File: src/rtl/txn_conflict_tracker.sv
module txn_conflict_tracker #(
  parameter int ADDR_W   = 16,
  parameter int LINE_OFF = 4,
  parameter int ENTRIES  = 4,
  parameter int FILT_IDX = 4
) (
  input  logic               clk,
  input  logic               rst_n,
  input  logic               tx_begin,
  input  logic               tx_commit,
  input  logic               tx_abort_req,
  input  logic               acc_valid,
  input  logic [ADDR_W-1:0]  acc_addr,
  input  logic               acc_write,
  input  logic               snp_valid,
  input  logic [ADDR_W-1:0]  snp_addr,
  input  logic               snp_write,
  input  logic               evict_valid,
  input  logic [ADDR_W-1:0]  evict_addr,
  output logic               active,
  output logic               abort_pulse,
  output logic [1:0]         abort_cause,
  output logic               commit_pulse,
  output logic [ENTRIES-1:0] commit_mask,
  output logic [ENTRIES-1:0] spec_wr_mask
);
  localparam int LINE_W    = ADDR_W - LINE_OFF;
  localparam int FILT_BITS = 1 << FILT_IDX;
  localparam int CHUNKS    = (LINE_W + FILT_IDX - 1) / FILT_IDX;

  logic [ENTRIES-1:0]   ent_vld, ent_rd, ent_wr;
  logic [LINE_W-1:0]    ent_tag [ENTRIES];
  logic [FILT_BITS-1:0] filt;

  function automatic logic [FILT_IDX-1:0] hash_a(input logic [LINE_W-1:0] ln);
    return ln[FILT_IDX-1:0];
  endfunction

  function automatic logic [FILT_IDX-1:0] hash_b(input logic [LINE_W-1:0] ln);
    logic [FILT_IDX-1:0] h = '0;
    for (int c = 1; c < CHUNKS; c++) h ^= FILT_IDX'(ln >> (c * FILT_IDX));
    return h;
  endfunction

  wire [LINE_W-1:0] acc_line = acc_addr[ADDR_W-1:LINE_OFF];
  wire [LINE_W-1:0] snp_line = snp_addr[ADDR_W-1:LINE_OFF];
  wire [LINE_W-1:0] ev_line  = evict_addr[ADDR_W-1:LINE_OFF];

  logic [ENTRIES-1:0] acc_hit, snp_hit, ev_hit;
  logic               has_free;
  logic [$clog2(ENTRIES+1)-1:0] free_idx;

  always_comb begin
    has_free = 1'b0;
    free_idx = '0;
    for (int i = 0; i < ENTRIES; i++) begin
      acc_hit[i] = ent_vld[i] && ent_tag[i] == acc_line;
      snp_hit[i] = ent_vld[i] && ent_tag[i] == snp_line;
      ev_hit[i]  = ent_vld[i] && ent_tag[i] == ev_line;
    end
    for (int i = ENTRIES - 1; i >= 0; i--)
      if (!ent_vld[i]) begin
        has_free = 1'b1;
        free_idx = ($clog2(ENTRIES+1))'(i);
      end
  end

  wire filt_hit  = filt[hash_a(snp_line)] && filt[hash_b(snp_line)];
  wire tbl_conf  = |(snp_hit & (snp_write ? (ent_rd | ent_wr) : ent_wr));
  wire conflict  = snp_valid && (tbl_conf || (snp_write && filt_hit));
  wire ev_wr     = evict_valid && |(ev_hit & ent_wr);
  wire ev_rd     = evict_valid && |ev_hit && !ev_wr;
  wire cap_fail  = acc_valid && !(|acc_hit) && !has_free;
  wire any_abort = tx_abort_req || conflict || ev_wr || cap_fail;

  assign spec_wr_mask = ent_wr;

  always_ff @(posedge clk) begin
    if (!rst_n) begin
      active       <= 1'b0;
      abort_pulse  <= 1'b0;
      abort_cause  <= 2'd0;
      commit_pulse <= 1'b0;
      commit_mask  <= '0;
      ent_vld      <= '0;
      ent_rd       <= '0;
      ent_wr       <= '0;
      filt         <= '0;
      for (int i = 0; i < ENTRIES; i++) ent_tag[i] <= '0;
    end else begin
      abort_pulse  <= 1'b0;
      commit_pulse <= 1'b0;
      commit_mask  <= '0;
      if (!active) begin
        if (tx_begin) begin
          active  <= 1'b1;
          ent_vld <= '0;
          ent_rd  <= '0;
          ent_wr  <= '0;
          filt    <= '0;
        end
      end else if (any_abort) begin
        abort_pulse <= 1'b1;
        abort_cause <= tx_abort_req ? 2'd0 : conflict ? 2'd1 : ev_wr ? 2'd2 : 2'd3;
        active  <= 1'b0;
        ent_vld <= '0;
        ent_rd  <= '0;
        ent_wr  <= '0;
        filt    <= '0;
      end else if (tx_commit) begin
        commit_pulse <= 1'b1;
        commit_mask  <= ent_wr;
        active  <= 1'b0;
        ent_vld <= '0;
        ent_rd  <= '0;
        ent_wr  <= '0;
        filt    <= '0;
      end else begin
        if (acc_valid) begin
          if (|acc_hit) begin
            for (int i = 0; i < ENTRIES; i++)
              if (acc_hit[i]) begin
                if (acc_write) ent_wr[i] <= 1'b1;
                else           ent_rd[i] <= 1'b1;
              end
          end else begin
            for (int i = 0; i < ENTRIES; i++)
              if (free_idx == ($clog2(ENTRIES+1))'(i)) begin
                ent_vld[i] <= 1'b1;
                ent_tag[i] <= acc_line;
                ent_rd[i]  <= !acc_write;
                ent_wr[i]  <= acc_write;
              end
          end
        end
        if (ev_rd) begin
          for (int i = 0; i < ENTRIES; i++)
            if (ev_hit[i]) begin
              ent_vld[i] <= 1'b0;
              ent_rd[i]  <= 1'b0;
            end
          filt[hash_a(ev_line)] <= 1'b1;
          filt[hash_b(ev_line)] <= 1'b1;
        end
      end
    end
  end

  assert_abort_clears_R7: assert property (@(posedge clk) disable iff (!rst_n)
    abort_pulse |-> (!active && spec_wr_mask == '0 && $past(active)));
  assert_evict_cause_R3: assert property (@(posedge clk) disable iff (!rst_n)
    (abort_pulse && abort_cause == 2'd2) |-> $past(evict_valid));
  assert_conflict_cause_R5: assert property (@(posedge clk) disable iff (!rst_n)
    (abort_pulse && abort_cause == 2'd1) |-> $past(snp_valid));
  assert_capacity_cause_R10: assert property (@(posedge clk) disable iff (!rst_n)
    (abort_pulse && abort_cause == 2'd3) |-> ($past(acc_valid) && $past(&ent_vld)));
  assert_commit_once_R8: assert property (@(posedge clk) disable iff (!rst_n)
    commit_pulse |-> (!active && !abort_pulse && $past(tx_commit) && $past(active)));
  assert_filter_empty_R9: assert property (@(posedge clk) disable iff (!rst_n)
    (abort_pulse || commit_pulse || $rose(active)) |-> filt == '0);
  assert_begin_only_R12: assert property (@(posedge clk) disable iff (!rst_n)
    $rose(active) |-> $past(tx_begin));
endmodule

File: config.mk
export PLATFORM = sky130hd
export DESIGN_NAME = txn_conflict_tracker
export DESIGN_NICKNAME = d
export VERILOG_FILES = /design/src/rtl/txn_conflict_tracker.sv
export SDC_FILE = /design/constraint.sdc
export NUM_CORES = 1
export LEC_CHECK = 0
export ABC_AREA = 1
export ABC_CLOCK_PERIOD_IN_PS = 3500
export CORE_ASPECT_RATIO = 1.2
export CORE_UTILIZATION = 39
export CTS_BUF_LIST = sky130_fd_sc_hd__clkbuf_4
export DETAILED_ROUTE_END_ITERATION = 10
export GPL_ROUTABILITY_DRIVEN = 0
export SLEW_MARGIN = 10
export SYNTH_ARGS = -nofsm -noshare
export SYNTH_HDL_FRONTEND = slang
export SYNTH_SLANG_ARGS = --single-unit
export TNS_END_PERCENT = 1
File: constraint.sdc
create_clock -name clk -period 3.5 [get_ports clk]
set_input_delay 0.35 -clock clk [delete_from_list [all_inputs] [get_ports clk]]
set_output_delay 0.35 -clock clk [all_outputs]
set_load 0.02 [all_outputs]
==> qor_table.md <==
| Quantity | Reported | Unit |
|---|---|---|
| Main flop type after synthesis | sky130_fd_sc_hd__edfxtp_1 | - |
| Worst-case vdd ir drop | 0.1489 | mV |
| Required time of the worst setup path | 3680 | ps |
| Remaining number of nets flagged by the antenna check after routing | 0 | - |
| Met2 routed wirelength | 12420 | um |
| Achievable frequency | 351.4 | MHz |
| Number of standard cells in the layout, taps in and fillers out | 1508 | - |
| Hold violation count in the final report | 0 | - |
| Leading cell types by total area after synthesis | sky130_fd_sc_hd__nand2_1, sky130_fd_sc_hd__edfxtp_1, sky130_fd_sc_hd__dfxtp_1 | - |
| Crit path time final | 2846 | ps |
| Gate family responsible for the most delay along the worst path | simple AND/OR/NAND/NOR gates | - |
| Mean routed wirelength per cell | 18.82 | um |
| Area share of the leading cell type in the synthesized netlist | 22.31 | % |
| Post-detailed-route via-to-cell ratio | 5.410 | - |
| CTS sink count | 85 | - |
| Worst hold path startpoint | tx_begin | - |
| Transition time at the pin with the least slew margin | 611.3 | ps |
| I/O pin count | 71 | - |
| Hold Buf Count CTS | 0 | - |
| Height of the die | 150.8 | um |
| Clock skew | 15.56 | ps |
| Hpwl dp | 22690 | um |
| Number of synthesized flops with an enable pin | 48 | - |
| Async set-or-reset flop fraction in the synthesized netlist | 0 | % |
| CP endpoint kind | register | - |
| Remaining design rule violation count | 0 | - |
| Post-Synthesis Net Count | 1261 | - |
| Area occupied by multi-input gates | 0.004265 | sq mm |
| Type of the most critical hold path | primary input to register | - |
| Overall routing resource usage | 30.82 | % |
| Minimum setup slack in the final design | 653.9 | ps |
| Layout cells sized above 1 | 7.872 | % |
| Share of the yosys chip area belonging to registers | 30.31 | % |
| Result of the run | complete, no violations | - |
| Max incr delay on CP | 690 | ps |
| Post-CTS setup repair buffer count | 0 | - |
| CP Launch Point | ent_vld[1]$_SDFFE_PN0P_ | - |
| Final worst-path cycle share | 81.32 | % |
| Unrepaired setup endpoints after global routing | false | - |
| Layout-stage area growth over the synthesis result | 16.23 | % |
| Number of warnings issued by yosys | 0 | - |
| First-pass GRT wire length | 43170 | um |
| Number of distinct standard cells referenced by the synthesized netlist | 43 | - |
| Worst reg2reg path startpoint | ent_vld[1]$_SDFFE_PN0P_ | - |
| Dominant cell type by count on the critical path | sky130_fd_sc_hd__nand2_1 | - |
| Cell area after layout | 0.008368 | sq mm |
| Std-Cell Rows | 54 | - |
| Met1 WL | 11540 | um |
| LEAKAGE | 3.749 | nW |
| Total length of routed wires | 28390 | um |
| Area of the placeable core | 0.01811 | sq mm |
| Area used by sequential logic in the layout | 0.002182 | sq mm |
| I/O Buffers | 58 | - |
| Final count of pins violating max slew | 0 | - |
| Top routing layer used | met4 | - |
| Post-placement worst setup slack | 260.5 | ps |
| Floorplan die width | 126.0 | um |
| Starting utilization of the core area | 39.76 | % |
| Number of inserted filler cells in the final layout | 1957 | - |
| Leading cell types by count after synthesis | sky130_fd_sc_hd__nand2_1, sky130_fd_sc_hd__nor2_1, sky130_fd_sc_hd__inv_1 | - |
| Total iterations of the first detailed-routing run | 5 | - |
| Overall die area | 0.01901 | sq mm |
| 1st-iter DRT viols | 775 | - |
| Start-to-end type of the worst setup path | register to register | - |
| Remaining Overflow, GRT | 0 | - |
| Utilization of the core after routing | 46.21 | % |
| Slowest stage cell on the critical path | sky130_fd_sc_hd__dfxtp_1 | - |
| Clock tree from TritonCTS | yes | - |
| Library cell with the highest instance count after synthesis | sky130_fd_sc_hd__nand2_1 | - |
| Length of routed met3 wiring | 2379 | um |
| Vias in the first global route | 7543 | - |
| Initial antenna violation count | 1 | - |
| # setup viols final | 0 | - |
| Netlist area before placement | 0.007199 | sq mm |
| MaxCap Viol Count | 0 | - |
| Power density cells | 294.0 | mW/mm^2 |
| CP cell instances | inv_1, nor2_1, nand3b_1, nor2_1, nand2_1, nand2_2, nor2_4, nand2_4, nor2_2, nor2_4, nand3_4, inv_4, buf_4, nand2_1, nand2_1, buf_4 | - |
| Maximum number of pins on one net before global-route repair | 17 | - |
| Post-route setup TNS | 0 | ps |
| Clock buffer count from CTS | 9 | - |
| Max clock buf depth | 2 | - |
| Number of resized instances in the post-cts repair step | 0 | - |
| Slew Limit Headroom | 58.93 | % |
| Biggest fanout along the worst timing path | 12 | - |
| Clk Tree Root Cell | sky130_fd_sc_hd__clkbuf_4 | - |
| Post-Place Cell Area | 0.008183 | sq mm |
| Type of origin of the critical path | register | - |
| Synthesized area divided by synthesized cell count | 5.985 | sq um |
| Flip-flop and latch count after synthesis | 85 | - |
| Count of buffer and inverter cells on the critical path | 4 | - |
| H-Tree Depth | 3 | - |
| Post-synth top area cell | sky130_fd_sc_hd__nand2_1 | - |
| Data arrival time at the worst-slack endpoint | 3030 | ps |
| Source-to-sink clock delay at the later pin of the worst-skew pair | 470 | ps |
| Placed instance count | 1491 | - |
| DR vias | 8158 | - |
| Clk pin slew, worst setup/hold paths | 140 | ps |
| Cells after synthesis | 1203 | - |
| NumNets Final | 1336 | - |
cells by family (layout without fill, tap and decap cells):
family,count (synthesis),in the layout,share of synthesized area [%]
compound gates,120,120,9.576
xor+xnor,33,33,4.014
buf+inv,183,263,10.45
flops,85,85,30.31
other cells,0,1,0
simple gates,782,782,45.66
layout by cell type, fill, tap and decap left out, types with 23 or more instances in the layout:
| cell type | n |
|---|---|
| sky130_fd_sc_hd__nor2_1 | 185 |
| sky130_fd_sc_hd__inv_1 | 134 |
| sky130_fd_sc_hd__buf_4 | 39 |
| sky130_fd_sc_hd__o21ai_0 | 43 |
| sky130_fd_sc_hd__a21oi_1 | 42 |
| sky130_fd_sc_hd__nand3_1 | 77 |
| sky130_fd_sc_hd__dfxtp_1 | 37 |
| sky130_fd_sc_hd__clkdlybuf4s50_1 | 58 |
| sky130_fd_sc_hd__nand4_1 | 28 |
| sky130_fd_sc_hd__nand2_1 | 428 |
| sky130_fd_sc_hd__xnor2_1 | 23 |
| sky130_fd_sc_hd__edfxtp_1 | 48 |
flip-flops by register name, summed over array words and instances, names as in the netlist:
signal and count:
filt 16, commit_mask 4, abort_pulse 1, ent_rd 4
active 1, ent_vld 4, ent_tag 48, abort_cause 2
commit_pulse 1, spec_wr_mask 4
metrics by stage:
| step | total power [mW] | hold WS (ps) |
|---|---|---|
| 2_1_floorplan | 1.492 | 443.2 |
| 3_3_place_gp | 1.737 | 458.0 |
| 4_1_cts | 2.459 | 465.1 |
| 3_5_place_dp | 1.738 | 463.2 |
| 5_1_grt | 2.572 | 485.8 |
| 6_report | 2.460 | 474.4 |
worst reg2reg max path, cell delays in order, from the launching register on:
cell and delay [ps]:
sky130_fd_sc_hd__dfxtp_1 690, sky130_fd_sc_hd__inv_1 290, sky130_fd_sc_hd__nor2_1 160, sky130_fd_sc_hd__nand3b_1 80, sky130_fd_sc_hd__nor2_1 80, sky130_fd_sc_hd__nand2_1 70
sky130_fd_sc_hd__nand2_2 140, sky130_fd_sc_hd__nor2_4 60, sky130_fd_sc_hd__nand2_4 90, sky130_fd_sc_hd__nor2_2 60, sky130_fd_sc_hd__nor2_4 110, sky130_fd_sc_hd__nand3_4 100
sky130_fd_sc_hd__inv_4 70, sky130_fd_sc_hd__buf_4 190, sky130_fd_sc_hd__nand2_1 70, sky130_fd_sc_hd__nand2_1 60, sky130_fd_sc_hd__buf_4 220
final timing paths:
check / to / depth (start not counted) / slack, ps
hold reg to reg: abort_cause[0]$_SDFFE_PN0P_ / 2 / 480
setup / recovery: ent_tag[1][8]$_SDFFCE_PN0P_ / 16 / 650
hold / removal: active$_SDFF_PN0_ / 3 / 470
setup reg to reg: ent_tag[1][8]$_SDFFCE_PN0P_ / 16 / 650
routing by layer:
metal  vias to the layer above  global-route usage, %
met2                       421                  49.09
met4                         0                  20.48
li1                       3979                      -
met1                      3652                  38.51
met3                       106                  5.298
met5                         -                      0
cell type report:
cell class	instances	area share [%]
clock inverters	7	1.376
inverters	149	6.714
flip-flops and latches	85	26.08
multi-input cells	935	50.97
well taps	224	3.349
clock buffers	9	0.8074
repair buffers	98	10.68
diodes	1	0.02990
power by group:
| group | leakage [nW] | total (mW) | internal [mW] | switching (mW) |
|---|---|---|---|---|
| clock network | 0.103 | 0.728 | 0.360 | 0.367 |
| registers | 0.794 | 1.13 | 1.08 | 0.0465 |
| logic | 2.85 | 0.604 | 0.216 | 0.387 |
No activity file was read; power rests on OpenSTA's default activity.
